`src/rtl/calalm_pkg.sv`:
```
package calalm_pkg;
  localparam int BYTE_W   = 8;
  localparam int VAL_W    = 7;
  localparam int N_FIELDS = 6;
  localparam int SET_W    = N_FIELDS * BYTE_W;
  localparam int TIME_W   = N_FIELDS * VAL_W;
endpackage

```
`src/rtl/calalm_regbank.sv`:
```
module calalm_regbank
  import calalm_pkg::*;
#(
  parameter int ADDR_W    = 5,
  parameter int N_ALARMS  = 2,
  parameter int ALM_BASE  = 12,
  parameter int CTRL_ADDR = 8
) (
  input  logic                            clk,
  input  logic                            rst_n,
  input  logic                            wr_en,
  input  logic [ADDR_W-1:0]               wr_addr,
  input  logic [BYTE_W-1:0]               wr_data,
  output logic [N_ALARMS-1:0][SET_W-1:0]  alm_bytes,
  output logic [N_ALARMS:0]               ctrl
);
  localparam int CTRL_W = N_ALARMS + 1;

  for (genvar k = 0; k < N_ALARMS; k++) begin : g_set
    for (genvar f = 0; f < N_FIELDS; f++) begin : g_field
      localparam int BYTE_ADDR = ALM_BASE + k * N_FIELDS + f;
      logic [BYTE_W-1:0] byte_q;
      always_ff @(posedge clk) begin
        if (!rst_n)
          byte_q <= '0;
        else if (wr_en && wr_addr == ADDR_W'(BYTE_ADDR))
          byte_q <= wr_data;
      end
      assign alm_bytes[k][f*BYTE_W +: BYTE_W] = byte_q;
    end
  end

  always_ff @(posedge clk) begin
    if (!rst_n)
      ctrl <= '0;
    else if (wr_en && wr_addr == ADDR_W'(CTRL_ADDR))
      ctrl <= wr_data[CTRL_W-1:0];
  end
endmodule

```
`src/rtl/calalm_match.sv`:
```
module calalm_match
  import calalm_pkg::*;
(
  input  logic [SET_W-1:0]  alm_set,
  input  logic [TIME_W-1:0] tm_now,
  output logic              hit
);
  logic [N_FIELDS-1:0] field_ok;

  for (genvar f = 0; f < N_FIELDS; f++) begin : g_cmp
    logic              use_field;
    logic [VAL_W-1:0]  want;
    assign use_field   = alm_set[f*BYTE_W + VAL_W];
    assign want        = alm_set[f*BYTE_W +: VAL_W];
    assign field_ok[f] = !use_field || (want == tm_now[f*VAL_W +: VAL_W]);
  end

  assign hit = &field_ok;
endmodule

```
`src/rtl/calalm_flag.sv`:
```
module calalm_flag (
  input  logic clk,
  input  logic rst_n,
  input  logic set_i,
  input  logic clr_i,
  output logic flag_o
);
  always_ff @(posedge clk) begin
    if (!rst_n)
      flag_o <= 1'b0;
    else if (set_i)
      flag_o <= 1'b1;
    else if (clr_i)
      flag_o <= 1'b0;
  end
endmodule

```
`src/rtl/calalm_top.sv`:
```
module calalm_top
  import calalm_pkg::*;
#(
  parameter int ADDR_W    = 5,
  parameter int N_ALARMS  = 2,
  parameter int ALM_BASE  = 12,
  parameter int CTRL_ADDR = 8,
  parameter int STAT_ADDR = 7
) (
  input  logic                clk,
  input  logic                rst_n,
  input  logic                wr_en,
  input  logic [ADDR_W-1:0]   wr_addr,
  input  logic [BYTE_W-1:0]   wr_data,
  input  logic                rd_en,
  input  logic [ADDR_W-1:0]   rd_addr,
  input  logic                sec_tick,
  input  logic [VAL_W-1:0]    tm_sec,
  input  logic [VAL_W-1:0]    tm_min,
  input  logic [VAL_W-1:0]    tm_hour,
  input  logic [VAL_W-1:0]    tm_date,
  input  logic [VAL_W-1:0]    tm_month,
  input  logic [VAL_W-1:0]    tm_dow,
  output logic [N_ALARMS-1:0] alm_flag,
  output logic                irq_o
);
  localparam int AUTO_BIT = N_ALARMS;

  logic [N_ALARMS-1:0][SET_W-1:0] alm_bytes;
  logic [N_ALARMS:0]              ctrl_q;
  logic [TIME_W-1:0]              tm_now;
  logic                           stat_wr;
  logic                           stat_rd_clr;

  assign tm_now = {tm_dow, tm_month, tm_date, tm_hour, tm_min, tm_sec};

  calalm_regbank #(
    .ADDR_W   (ADDR_W),
    .N_ALARMS (N_ALARMS),
    .ALM_BASE (ALM_BASE),
    .CTRL_ADDR(CTRL_ADDR)
  ) u_regs (
    .clk      (clk),
    .rst_n    (rst_n),
    .wr_en    (wr_en),
    .wr_addr  (wr_addr),
    .wr_data  (wr_data),
    .alm_bytes(alm_bytes),
    .ctrl     (ctrl_q)
  );

  assign stat_wr     = wr_en && wr_addr == ADDR_W'(STAT_ADDR);
  assign stat_rd_clr = rd_en && rd_addr == ADDR_W'(STAT_ADDR) && ctrl_q[AUTO_BIT];

  for (genvar k = 0; k < N_ALARMS; k++) begin : g_alarm
    logic hit, set_c, clr_c;

    calalm_match u_match (
      .alm_set(alm_bytes[k]),
      .tm_now (tm_now),
      .hit    (hit)
    );

    assign set_c = sec_tick && ctrl_q[k] && hit;
    assign clr_c = (stat_wr && !wr_data[k]) || stat_rd_clr;

    calalm_flag u_flag (
      .clk   (clk),
      .rst_n (rst_n),
      .set_i (set_c),
      .clr_i (clr_c),
      .flag_o(alm_flag[k])
    );
  end

  assign irq_o = alm_flag[0];
endmodule

```
`config.mk`:
```
export PLATFORM = sky130hd
export DESIGN_NAME = calalm_top
export DESIGN_NICKNAME = d
export VERILOG_FILES = /design/src/rtl/calalm_pkg.sv /design/src/rtl/calalm_regbank.sv /design/src/rtl/calalm_match.sv /design/src/rtl/calalm_flag.sv /design/src/rtl/calalm_top.sv
export SDC_FILE = /design/constraint.sdc
export NUM_CORES = 1
export LEC_CHECK = 0
export BUFFER_PORTS_ARGS = -buffer_cell sky130_fd_sc_hd__buf_2
export CELL_PAD_IN_SITES_DETAIL_PLACEMENT = 0
export CELL_PAD_IN_SITES_GLOBAL_PLACEMENT = 1
export CORE_MARGIN = 10
export CORE_UTILIZATION = 44
export DETAILED_ROUTE_END_ITERATION = 16
export GPL_ROUTABILITY_DRIVEN = 0
export GPL_TIMING_DRIVEN = 0
export PLACE_DENSITY = 0.85
export SYNTH_ARGS = -nofsm -noshare
export SYNTH_HDL_FRONTEND = slang
export SYNTH_HIERARCHICAL = 1
export SYNTH_SLANG_ARGS = --single-unit
```
`constraint.sdc`:
```
create_clock -name clk -period 1.65 [get_ports clk]
set_input_delay 0.0825 -clock clk [delete_from_list [all_inputs] [get_ports clk]]
set_output_delay 0.0825 -clock clk [all_outputs]
set_load 0.02 [all_outputs]
```
==> metrics.md <==
| Metric | Value |
|---|---|
| Multiplexer share of the synthesized area | `a little over a fifth` |
| Number of max-capacitance violations reported | `0` |
| Post-synthesis net count | `about 540` |
| Max-slew violation count | `0` |
| Pin count of the biggest net entering global routing | `18` |
| Die Span Y | `between 100 and 150 µm` |
| FMAX | `between 500 and 600 MHz` |
| Core ar. | `10,400 µm²` |
| Biggest cell delay along the critical path | `380 ps` |
| CP max stage cell | `sky130_fd_sc_hd__o41ai_4` |
| Transition at the pin with the smallest max-transition slack | `between 700 and 800 ps` |
| Max Root-Sink Buffers | `2` |
| Buffers on Ports | `67` |
| Most used cell, CP | `sky130_fd_sc_hd__nand4_1` |
| Run status | `finished, violations left` |
| Depth of the most critical reg-to-reg path | `7` |
| Post-synthesis sequential area ratio | `roughly 43%` |
| R2R Setup Slk | `-190 ps` |
| Start of the worst register-to-register path | `u_regs/g_set[0].g_field[4].byte_q[0]` |
| Share of async-settable or async-resettable flops after synthesis | `0%` |
| Number of antenna violations at the first check in global routing | `0` |
| Distinct cells, synth | `29` |
| Hold Path Depth | `2` |
| Depth of the CTS H-tree | `3` |
| Setup Crit Path Kind | `register to register` |
| Hold path startpoint | `rst_n` |
| Maximum fanout along the worst path | `2` |
| Count of final setup violators | `2` |
| Least setup slack across all paths after layout | `-188 ps` |
| Final worst-path cycle share | `111%` |
| Leftover overflow at the end of global routing | `0` |
| Post-DP HPWL | `between 9000 and 10,000 µm` |
| Layout fillers | `slightly below 1,000` |
| Clock tree from TritonCTS | `done` |
| Synth top area cells | `sky130_fd_sc_hd__dfxtp_1 (43%), sky130_fd_sc_hd__mux2i_1 (21%), sky130_fd_sc_hd__nand2_1 (8.8%), sky130_fd_sc_hd__xnor2_1 (8.1%), sky130_fd_sc_hd__xor2_1 (7.4%)` |
| Element type at the critical path end | `register` |
| Crit path required time | `1970 ps` |
| Num Clock Sinks | `between 100 and 150` |
| Cell Rows | `37` |
| Full die area | `15,300 µm²` |
| Via/cell ratio | `5.25` |
| Die width | `124 µm` |
| Post-synthesis cell type with the largest combined area | `sky130_fd_sc_hd__dfxtp_1` |
| Synthesized instance count | `around 480` |
| Total power draw | `0.00442 W` |
| Final Hold Slack | `-58.7 ps` |
| Hold worst-path end | `g_alarm[1].u_flag/flag_o` |
| Post-Place Worst Slack | `-290 ps` |
| Wire length per cell after detailed routing | `~18 µm` |
| Static Leak | `between 2 and 2.5 nW` |
| Warnings from Yosys | `6` |
| NumNets Final | `622` |
| Xor and xnor fraction of the mapped netlist area | `between 15 and 20%` |
| Clk Tree Root Cell | `sky130_fd_sc_hd__clkbuf_8` |
| Number of buffers created by CTS | `9` |
| Area added between synthesis and finish | `16.6%` |
| Arithmetic-cell share of the synthesized area counting full adders, half adders and majority gates | `0%` |
| Global routing usage summed across all routing layers | `approximately 16%` |
| Launch point of the worst path | `u_regs/g_set[0].g_field[4].byte_q[0]` |
| Count of flip-flops with a built-in enable after synthesis | `0` |
| Register bit total from synthesis | `approximately 100` |
| Worst min-delay path category | `primary input to register` |
| Area fraction in and, or, nand and nor cells after synthesis | `15.8%` |
| Clock Latency Late Sink | `~360 ps` |
| Sum Neg Setup Slack | `-370 ps` |
| Endpoint of the worst register-to-register path | `g_alarm[0].u_flag/flag_o` |
| Combinational family with the most area after synthesis | `multiplexers` |
| Number of diodes added for antenna fixing | `0` |
| Share of layout cells above drive strength 1 | `a little over a fifth` |
| Vias after detailed routing | `~3,700` |
| Synthesized-area fraction occupied by ao, oa, aoi and oai cells | `under 10%` |
| Utilization after layout | `53.0%` |
| Slew HR | `47.7%` |
| Total standard cell area after synthesis | `4730 µm²` |
| Critical path launch point type | `register` |
| Remaining antenna violation count after routing | `0` |
| Wire length of the first global-routing pass | `19,100 µm` |
| Clk slew on worst S/H paths | `about 100 ps` |
| Initial core utilization | `about 45%` |
| Buffers and inverters on the worst path | `0` |
| Final clock skew | `8.63 ps` |
| Family with the most delay on the worst path | `compound AO/OA/AOI/OAI gates` |
| Cell-by-cell listing of the critical path | `xnor2_1 > nand4_1 > o41ai_4 > nand4_1 > a221oi_2 > and3_1 > o21a_1` |
| Via count of the first global-routing pass | `approximately 3,800` |
| Top-level port count | `a little under 70` |
| Maximum resistive drop on vdd | `roughly 550 µV` |
| Failing checks | `negative hold slack, negative setup slack` |
| Number of iterations in the first detailed-routing pass | `4` |
| Routed Wire Length | `12,400 µm` |
| RSZ-0062 raised after global routing | `yes` |
| Power per unit of standard cell area | `~800 nW/µm²` |
| Number of DRC violations after detailed-routing iteration 0 | `~180` |
| Post-synth top area share | `a little over two fifths` |
| Final critical path time including I/O delays and setup | `around 1800 ps` |
| # DRC | `0` |
| Worst path arrival time | `around 2200 ps` |
| Hold Violations, Final | `2` |
| Commonest register cell after synthesis | `sky130_fd_sc_hd__dfxtp_1` |
| Synthesized area per cell | `around 9.9 µm²` |
worst register-to-register path, delay by kind of cell (launching register included):
kind	cells	cell delay, ps
AOI/OAI and AO/OA	3	740
xor gates and xnor gates	1	130
and+or+nand+nor	3	560
DFF	1	350
timing repair:
item / 4_1_cts / 5_1_grt
setup buffers: 0 / 0
gates resized for setup: 7 / 10
endpoints found under the setup margin: 2 / 2
hold endpoints to repair: 2 / 2
pin swaps: 0 / 5
metrics by stage:
stage	cells	instance area, µm²
6_report	698	5520
4_1_cts	698	5470
2_1_floorplan	479	4730
3_3_place_gp	682	5240
3_5_place_dp	682	5240
5_1_grt	698	5520
worst max path at each step:
stage,to,slack [ps],cells past startpoint
floorplan,g_alarm[0].u_flag/flag_o,260,6
detailed placement,g_alarm[1].u_flag/flag_o,-290,7
CTS,g_alarm[1].u_flag/flag_o,-130,7
global placement,g_alarm[1].u_flag/flag_o,-280,7
global route,g_alarm[1].u_flag/flag_o,-320,7
finish,g_alarm[0].u_flag/flag_o,-190,7
state kept, by name, indices dropped and copies added, names as in the netlist:
| signal | count |
|---|---|
| u_regs/ctrl | 3 |
| u_regs/g_set.g_field.byte_q | 96 |
| g_alarm.u_flag/flag_o | 2 |
synth_stat cells (all sizes together) (4+ instances only):
library cell,number
buf,14
clkbuf,12
dfxtp,101
mux2i,99
nand2,111
nand4,14
nor2,7
nor4,4
o41ai,8
xnor2,44
xor2,40
area by class of cell:
cell class                      count  area [µm²]  share of cell area [%]
Buffer                             26         111                    2.02
Clock buffer                       11         151                    2.74
Clock inverter                      5        42.5                   0.771
Multi-Input combinational cell    352        2680                    48.5
Sequential cell                   101        2030                    36.8
Tap cell                          136         170                    3.08
Timing Repair Buffer               67         335                    6.07
metal layers:
metal / routed length [µm] / up-vias / GRT usage [%]
li1: - / 1777 / -
met1: 5660 / 1793 / 19.8
met2: 5960 / 82 / 27.1
met3: 562 / 13 / 3.30
met4: 179 / 0 / 5.09
met5: 0 / - / 0
layout by cell type (no fill, tap or decap), types with 3 or more instances in the layout:
master,netlist,final
sky130_fd_sc_hd__buf_1,5,5
sky130_fd_sc_hd__xnor2_1,44,42
sky130_fd_sc_hd__dfxtp_2,0,7
sky130_fd_sc_hd__clkbuf_1,12,12
sky130_fd_sc_hd__nand2_1,111,111
sky130_fd_sc_hd__mux2i_1,99,99
sky130_fd_sc_hd__nand3b_1,3,3
sky130_fd_sc_hd__nor2_2,6,6
sky130_fd_sc_hd__buf_2,8,75
sky130_fd_sc_hd__o41ai_2,0,6
sky130_fd_sc_hd__dfxtp_1,101,94
sky130_fd_sc_hd__nand4_1,14,14
sky130_fd_sc_hd__clkbuf_8,0,11
sky130_fd_sc_hd__nand2b_1,3,3
sky130_fd_sc_hd__xor2_1,40,40
logic make-up (layout without fill, tap and decap cells):
group / Yosys count / count (layout)
mux: 99 / 99
simple gates: 155 / 155
compound gates: 14 / 14
buf+inv: 26 / 109
xor+xnor: 84 / 84
flops: 101 / 101
power breakdown:
part	internal, W	total, W	switching [W]
registers	0.00245	0.00247	0.0000123
logic	0.000171	0.000432	0.000261
clock network	0.000648	0.00153	0.000877
Power figures use the tool's default switching activity.
